==> config.mk <==
export PLATFORM = sky130hd
export DESIGN_NAME = cpu_clk_stepper
export DESIGN_NICKNAME = d
export VERILOG_FILES = /design/src/rtl/cpu_clk_stepper_pkg.sv /design/src/rtl/cpu_clk_stepper_port.sv /design/src/rtl/cpu_clk_stepper_period.sv /design/src/rtl/cpu_clk_stepper_phase.sv /design/src/rtl/cpu_clk_stepper.sv
export SDC_FILE = /design/constraint.sdc
export NUM_CORES = 1
export LEC_CHECK = 0
export ABC_AREA = 1
export CAP_MARGIN = 20
export CORE_ASPECT_RATIO = 0.75
export CORE_MARGIN = 5
export CORE_UTILIZATION = 52
export CTS_BUF_LIST = sky130_fd_sc_hd__clkbuf_4
export DETAILED_ROUTE_END_ITERATION = 10
export PLACE_DENSITY = 0.89
export SKIP_LAST_GASP = 1
export SLEW_MARGIN = 20
export SYNTH_ARGS = -nofsm -noshare
export SYNTH_HDL_FRONTEND = slang
export SYNTH_SLANG_ARGS = --single-unit
==> constraint.sdc <==
create_clock -name clk_master -period 1.94 [get_ports clk_master]
set_input_delay 0.388 -clock clk_master [delete_from_list [all_inputs] [get_ports clk_master]]
set_output_delay 0.388 -clock clk_master [all_outputs]
set_load 0.02 [all_outputs]
==> src/rtl/cpu_clk_stepper_pkg.sv <==
package cpu_clk_stepper_pkg;

    localparam int CODE_W = 4;
    localparam int FRAC_W = 2;               // quarter-cycle residue
    localparam int DIV_W  = 6;               // quarters, up to 32
    localparam int LEN_W  = DIV_W - FRAC_W;  // whole-cycle period length

    typedef logic [CODE_W-1:0] code_t;
    typedef logic [FRAC_W-1:0] resid_t;
    typedef logic [LEN_W-1:0]  len_t;

    // Average period in quarter master cycles for each speed code.
    // Codes 1..7 step by half a cycle, codes 8..15 by a quarter.
    function automatic logic [DIV_W-1:0] div_quarters(input code_t code);
        logic [DIV_W-1:0] c;
        c = DIV_W'(code);
        if (code == '0)
            return DIV_W'(32);
        else if (code < code_t'(8))
            return DIV_W'(30) - (c << 1);
        else
            return DIV_W'(23) - c;
    endfunction

    typedef struct packed {
        code_t code;
        logic  fast;
    } port_state_t;

    typedef struct packed {
        code_t  act_code;
        resid_t resid;
        len_t   pos;
        len_t   len;
        len_t   hi;
        logic   clk;
    } phase_state_t;

endpackage

==> src/rtl/cpu_clk_stepper_port.sv <==
module cpu_clk_stepper_port
    import cpu_clk_stepper_pkg::*;
#(
    parameter int          ADDR_W    = 8,
    parameter int          DATA_W    = 8,
    parameter logic [7:0]  PORT_ADDR = 8'hFF
) (
    input  logic              clk,
    input  logic              rst_n,
    input  logic [ADDR_W-1:0] io_addr,
    input  logic              io_wr,
    input  logic              io_rd,
    input  logic [DATA_W-1:0] io_wdata,
    output logic [DATA_W-1:0] io_rdata,
    output code_t             code_o,
    output logic              fast_o
);

    localparam int LOW_W = DATA_W - CODE_W;

    port_state_t st_d, st_q;
    logic        hit;

    always_comb begin
        hit  = (io_addr == ADDR_W'(PORT_ADDR));
        st_d = st_q;
        if (io_wr && hit) begin
            st_d.code = io_wdata[DATA_W-1 -: CODE_W];
            st_d.fast = (io_wdata[DATA_W-1 -: CODE_W] != '0);
        end
        io_rdata = (io_rd && hit) ? {st_q.code, {LOW_W{1'b0}}} : '0;
    end

    always_ff @(posedge clk) begin
        if (!rst_n) st_q <= '{code: '0, fast: 1'b0};
        else        st_q <= st_d;
    end

    assign code_o = st_q.code;
    assign fast_o = st_q.fast;

    assert_low_nibble_R3: assert property (@(posedge clk) disable iff (!rst_n)
        io_rdata[LOW_W-1:0] == '0);

    assert_other_addr_ignored_R2: assert property (@(posedge clk) disable iff (!rst_n)
        (io_wr && !hit) |=> $stable(code_o));

    assert_fast_follows_write_R8: assert property (@(posedge clk) disable iff (!rst_n)
        (io_wr && hit) |=> (fast_o == ($past(io_wdata[DATA_W-1 -: CODE_W]) != '0)));

endmodule

==> src/rtl/cpu_clk_stepper_period.sv <==
module cpu_clk_stepper_period
    import cpu_clk_stepper_pkg::*;
(
    input  code_t  code_i,
    input  resid_t resid_i,
    output len_t   len_o,
    output len_t   hi_o,
    output resid_t resid_o
);

    logic [DIV_W-1:0] sum;

    always_comb begin
        sum     = DIV_W'(resid_i) + div_quarters(code_i);
        len_o   = sum[DIV_W-1:FRAC_W];
        resid_o = sum[FRAC_W-1:0];
        hi_o    = len_o >> 1;
    end

endmodule

==> src/rtl/cpu_clk_stepper_phase.sv <==
module cpu_clk_stepper_phase
    import cpu_clk_stepper_pkg::*;
(
    input  logic  clk,
    input  logic  rst_n,
    input  code_t code_req,
    output logic  clk_out
);

    phase_state_t st_d, st_q;
    code_t        calc_code;
    resid_t       calc_resid, resid_nx;
    len_t         len_nx, hi_nx, pos_inc;
    logic         at_end;

    cpu_clk_stepper_period u_period (
        .code_i  (calc_code),
        .resid_i (calc_resid),
        .len_o   (len_nx),
        .hi_o    (hi_nx),
        .resid_o (resid_nx)
    );

    always_comb begin
        at_end     = (st_q.pos == st_q.len - len_t'(1));
        pos_inc    = st_q.pos + len_t'(1);
        calc_code  = code_req;
        calc_resid = (code_req == st_q.act_code) ? st_q.resid : '0;
        st_d       = st_q;
        if (at_end) begin
            st_d.act_code = code_req;
            st_d.resid    = resid_nx;
            st_d.len      = len_nx;
            st_d.hi       = hi_nx;
            st_d.pos      = '0;
            st_d.clk      = 1'b1;
        end else begin
            st_d.pos = pos_inc;
            st_d.clk = (pos_inc < st_q.hi);
        end
    end

    always_ff @(posedge clk) begin
        if (!rst_n)
            st_q <= '{act_code: '0, resid: '0, pos: '0,
                      len: len_t'(8), hi: len_t'(4), clk: 1'b1};
        else
            st_q <= st_d;
    end

    assign clk_out = st_q.clk;

    assert_pos_in_period_R5: assert property (@(posedge clk) disable iff (!rst_n)
        (st_q.pos < st_q.len) && (st_q.len >= len_t'(2)));

    assert_high_shorter_R6: assert property (@(posedge clk) disable iff (!rst_n)
        (st_q.hi >= len_t'(1)) && (st_q.hi < st_q.len));

    assert_rise_at_start_R6: assert property (@(posedge clk) disable iff (!rst_n)
        $rose(clk_out) |-> (st_q.pos == '0));

    assert_switch_at_boundary_R7: assert property (@(posedge clk) disable iff (!rst_n)
        !$stable(st_q.act_code) |-> (st_q.pos == '0));

endmodule

==> src/rtl/cpu_clk_stepper.sv <==
module cpu_clk_stepper
    import cpu_clk_stepper_pkg::*;
#(
    parameter int         ADDR_W    = 8,
    parameter int         DATA_W    = 8,
    parameter logic [7:0] PORT_ADDR = 8'hFF
) (
    input  logic              clk_master,
    input  logic              rst_n,
    input  logic [ADDR_W-1:0] io_addr,
    input  logic              io_wr,
    input  logic              io_rd,
    input  logic [DATA_W-1:0] io_wdata,
    output logic [DATA_W-1:0] io_rdata,
    output logic              cpu_clk,
    output logic              fast_mode
);

    code_t code;

    cpu_clk_stepper_port #(
        .ADDR_W    (ADDR_W),
        .DATA_W    (DATA_W),
        .PORT_ADDR (PORT_ADDR)
    ) u_port (
        .clk      (clk_master),
        .rst_n    (rst_n),
        .io_addr  (io_addr),
        .io_wr    (io_wr),
        .io_rd    (io_rd),
        .io_wdata (io_wdata),
        .io_rdata (io_rdata),
        .code_o   (code),
        .fast_o   (fast_mode)
    );

    cpu_clk_stepper_phase u_phase (
        .clk      (clk_master),
        .rst_n    (rst_n),
        .code_req (code),
        .clk_out  (cpu_clk)
    );

endmodule

==> results of run 1 <==
==> repair_timing <==
| item | 4_1_cts | 5_1_grt |
|---|---|---|
| pin swaps | 1 | 0 |
| endpoints found under the hold margin | 0 | 0 |
| gates resized for setup | 15 | 7 |
| setup endpoints to repair | 4 | 8 |
==> sequential cells by signal, summed over array words and instances (netlist names) <==
signal,count
u_phase.clk_out,1
u_port.fast_o,1
u_phase.st_q,14
u_port.code_o,4
==> cells by family (layout without fill, tap and decap cells) <==
logic type,Yosys count,in the layout,synth area share [%]
AOI/OAI and AO/OA,23,23,10.0
xor gates and xnor gates,7,7,4.62
adders and majority gates,7,7,7.17
buffers and inverters,27,52,10.8
DFF,20,20,30.2
other,1,4,0.283
and+or+nand+nor,103,103,36.9
==> worst min-delay path by stage <==
stage,end,from
floorplan,u_phase.st_q[9]$_SDFF_PP0_,u_phase.st_q[9]$_SDFF_PP0_
global placement,u_phase.st_q[13]$_SDFFE_PN0N_,u_phase.st_q[13]$_SDFFE_PN0N_
detailed placement,u_phase.st_q[13]$_SDFFE_PN0N_,u_phase.st_q[13]$_SDFFE_PN0N_
CTS,u_phase.st_q[13]$_SDFFE_PN0N_,u_phase.st_q[13]$_SDFFE_PN0N_
global route,u_phase.st_q[13]$_SDFFE_PN0N_,u_phase.st_q[13]$_SDFFE_PN0N_
finish,u_phase.st_q[13]$_SDFFE_PN0N_,u_phase.st_q[13]$_SDFFE_PN0N_
==> power breakdown <==
group	total [W]	leakage [nW]	internal (W)	switching, W
clock network	0.000348	0.0279	0.000209	0.000139
registers	0.000427	0.163	0.000419	0.00000778
logic	0.000114	0.573	0.0000582	0.0000557
==> worst max-delay path, cell delays in order, from the launching register on <==
cell and delay, ps:
dfxtp_1 430, xnor2_1 140, nand4_1 130, nor2_1 110, ha_1 210, fa_2 440
nand3b_1 170, nand2_1 70, nor2_1 40
==> stage by stage <==
stage,setup TNS [ps],area [um^2]
after floorplan,0,1340
after global placement,-1400,1580
after detailed placement,-1480,1580
after CTS,-26.2,1620
after global routing,-77.6,1630
final,0,1630
==> area by class of cell <==
type                    instances  share of cell area [%]
multi-input cells             144                    49.5
flip-flops and latches         20                    24.7
repair buffers                 30                    15.8
inverters                      18                    4.15
well taps                      34                    2.61
clock inverters                 1                    1.84
clock buffers                   3                    1.38
==> cells in the mapped netlist <==
library cell / instances / area (um^2)
nand2_1: 41 / 154
nor2_1: 27 / 101
dfxtp_1: 20 / 400
nand3_1: 18 / 90.1
inv_1: 15 / 56.3
a21oi_1: 12 / 60.1
ha_1: 6 / 75.1
o21ai_0: 6 / 30.0
buf_4: 5 / 37.5
nand2_2: 5 / 31.3
xnor2_1: 5 / 43.8
a21oi_2: 3 / 26.3
inv_2: 3 / 11.3
buf_8: 2 / 30.0
nand2_4: 2 / 22.5
nand3b_1: 2 / 15.0
nand4_1: 2 / 12.5
xor2_1: 2 / 17.5
a21o_1: 1 / 7.51
and2_1: 1 / 6.26
buf_2: 1 / 5.00
clkbuf_1: 1 / 3.75
conb_1: 1 / 3.75
fa_1: 1 / 20.0
nand3_4: 1 / 17.5
nor2_8: 1 / 20.0
nor4_1: 1 / 6.26
o21ai_2: 1 / 8.76
or2_1: 1 / 6.26
or2_2: 1 / 6.26
==> layer usage <==
metal | vias up | routed length, um
met5 | - | 0
met4 | 0 | 29
met3 | 4 | 188
met2 | 33 | 1160
met1 | 540 | 1380
li1 | 648 | -
==> results.py, run 1 <==
metrics = {
    "clocking": {
        "post_cts_buffers": 0,
        "clkTransAtPathRegs_ps": 120,
        "cts_buffers": 3,
        "root_buffer": "clkbuf_4",
        "cts_hold_buf": 0,
        "h-tree-depth": 1,
        "clkLatencyLatePin_ps": 310,
        "max-clock-path-buffers": 2,
        "cts_tree": "done",
        "cts_sinks": 20,
    },
    "layout": {
        "area_growth_pct": 22.8,
        "multiInputGateArea_um2": 806,
        "final_cell_mix": "nand2_1 (41), nor2_1 (25), dfxtp_1 (18), nand3_1 (17), clkdlybuf4s50_1 (17)",
        "fin_cells": 250,
        "post-route-util_pct": 68.9,
        "nets": 244,
        "final_common_cell": "nand2_1",
        "fill_cells": 221,
        "drive_gt1_share_pct": 18.5,
        "antenna_cells": 0,
        "regArea_um2": 403,
    },
    "floorplan": {
        "die_w_um": 68.3,
        "io_pins": 30,
        "start_util_pct": 56.1,
        "die_y_um": 53.7,
        "die_area_mm2": 0.00367,
        "rows": 15,
        "core_area_mm2": 0.00236,
    },
    "global_route": {
        "use_met2_pct": 24.8,
        "grt_max_degree": 16,
        "antenna_found_initial": 0,
        "first_global_vias": 1043,
        "grt-busiest-layer": "met1",
        "grtUsageMet3_pct": 5.01,
        "grt_pass1_wl_um": 4710,
        "grt_overflow": 0,
        "track_usage_pct": 17.1,
        "met1_usage_pct": 25.1,
    },
    "worst_setup_path": {
        "cp_data_required_time_ps": 2160,
        "crit_path_start": "u_port.code_o[0]$_SDFFE_PN0P_",
        "path_class": "flip-flop to flip-flop",
        "r2r_slack_ps": 100,
        "crit_path_start_kind": "flip-flop",
        "reg2reg_depth": 8,
        "reg2reg_to": "u_phase.st_q[14]$_SDFFE_PN0N_",
        "endpoint_kind": "flip-flop",
        "critPathCapture": "u_phase.st_q[14]$_SDFFE_PN0N_",
        "r2r-start": "u_port.code_o[0]$_SDFFE_PN0P_",
        "cp_max_fo": 4,
        "cp.arrival_ps": 2060,
    },
    "drt": {
        "routed_wl_um": 2760,
        "drc": 0,
        "dr.pass1.iters": 7,
        "drtAntennaViolNets": 0,
        "vias": 1225,
        "routedWlPerCell_um": 11.0,
        "first_iter_violations": 58,
        "vias_per_cell": 4.90,
    },
    "worst_hold_path": {
        "hold_class": "flip-flop to flip-flop",
        "whs_path_depth": 2,
    },
    "synth": {
        "syn-instance-count": 188,
        "synthDistinctLibCells": 30,
        "syn_area_mm2": 0.00133,
        "ys_ff_latch": 20,
        "yosys_warnings": 0,
        "syn_avg_cell_area_um2": 7.05,
        "seq_area_frac_synth_pct": 30.2,
    },
    "power_and_ir_drop": {
        "peakVddDrop_uv": 379,
        "power_density_mw_per_mm2": 546,
        "p_total_w": 0.000889,
        "p_leak_nw": 0.764,
    },
    "placed_design": {
        "hpwl_um": 2180,
        "dp_cells": 246,
        "io_buffers": 21,
        "gp_congestion": 0.791,
        "place_ws_ps": -375,
    },
    "outcome": {
        "outcome": "completed",
    },
    "sta": {
        "slew_headroom_pct": 66.2,
        "tightest_slew_ps": 506,
        "fmax_mhz": 544,
        "min_period_ps": 1840,
        "maxSlewViolCount": 0,
        "skew_ps": 4.31,
        "rsz0062_at_grt": "yes",
        "fin_ws_ps": 103,
        "hold_viol": 0,
        "period_share_pct": 94.7,
        "hold_ws_ps": 501,
        "setup_viol": 0,
    },
    "flow_run": {
        "cap_viol_max_count": 0,
    },
}
Note: power is estimated with default switching activity, not from simulation.
==> inputs of run 2 (changes only) <==
- SLEW_MARGIN: 20 -> not set
==> results of run 2 <==
Final layout, timing and power as in run 1 (identical DEF).
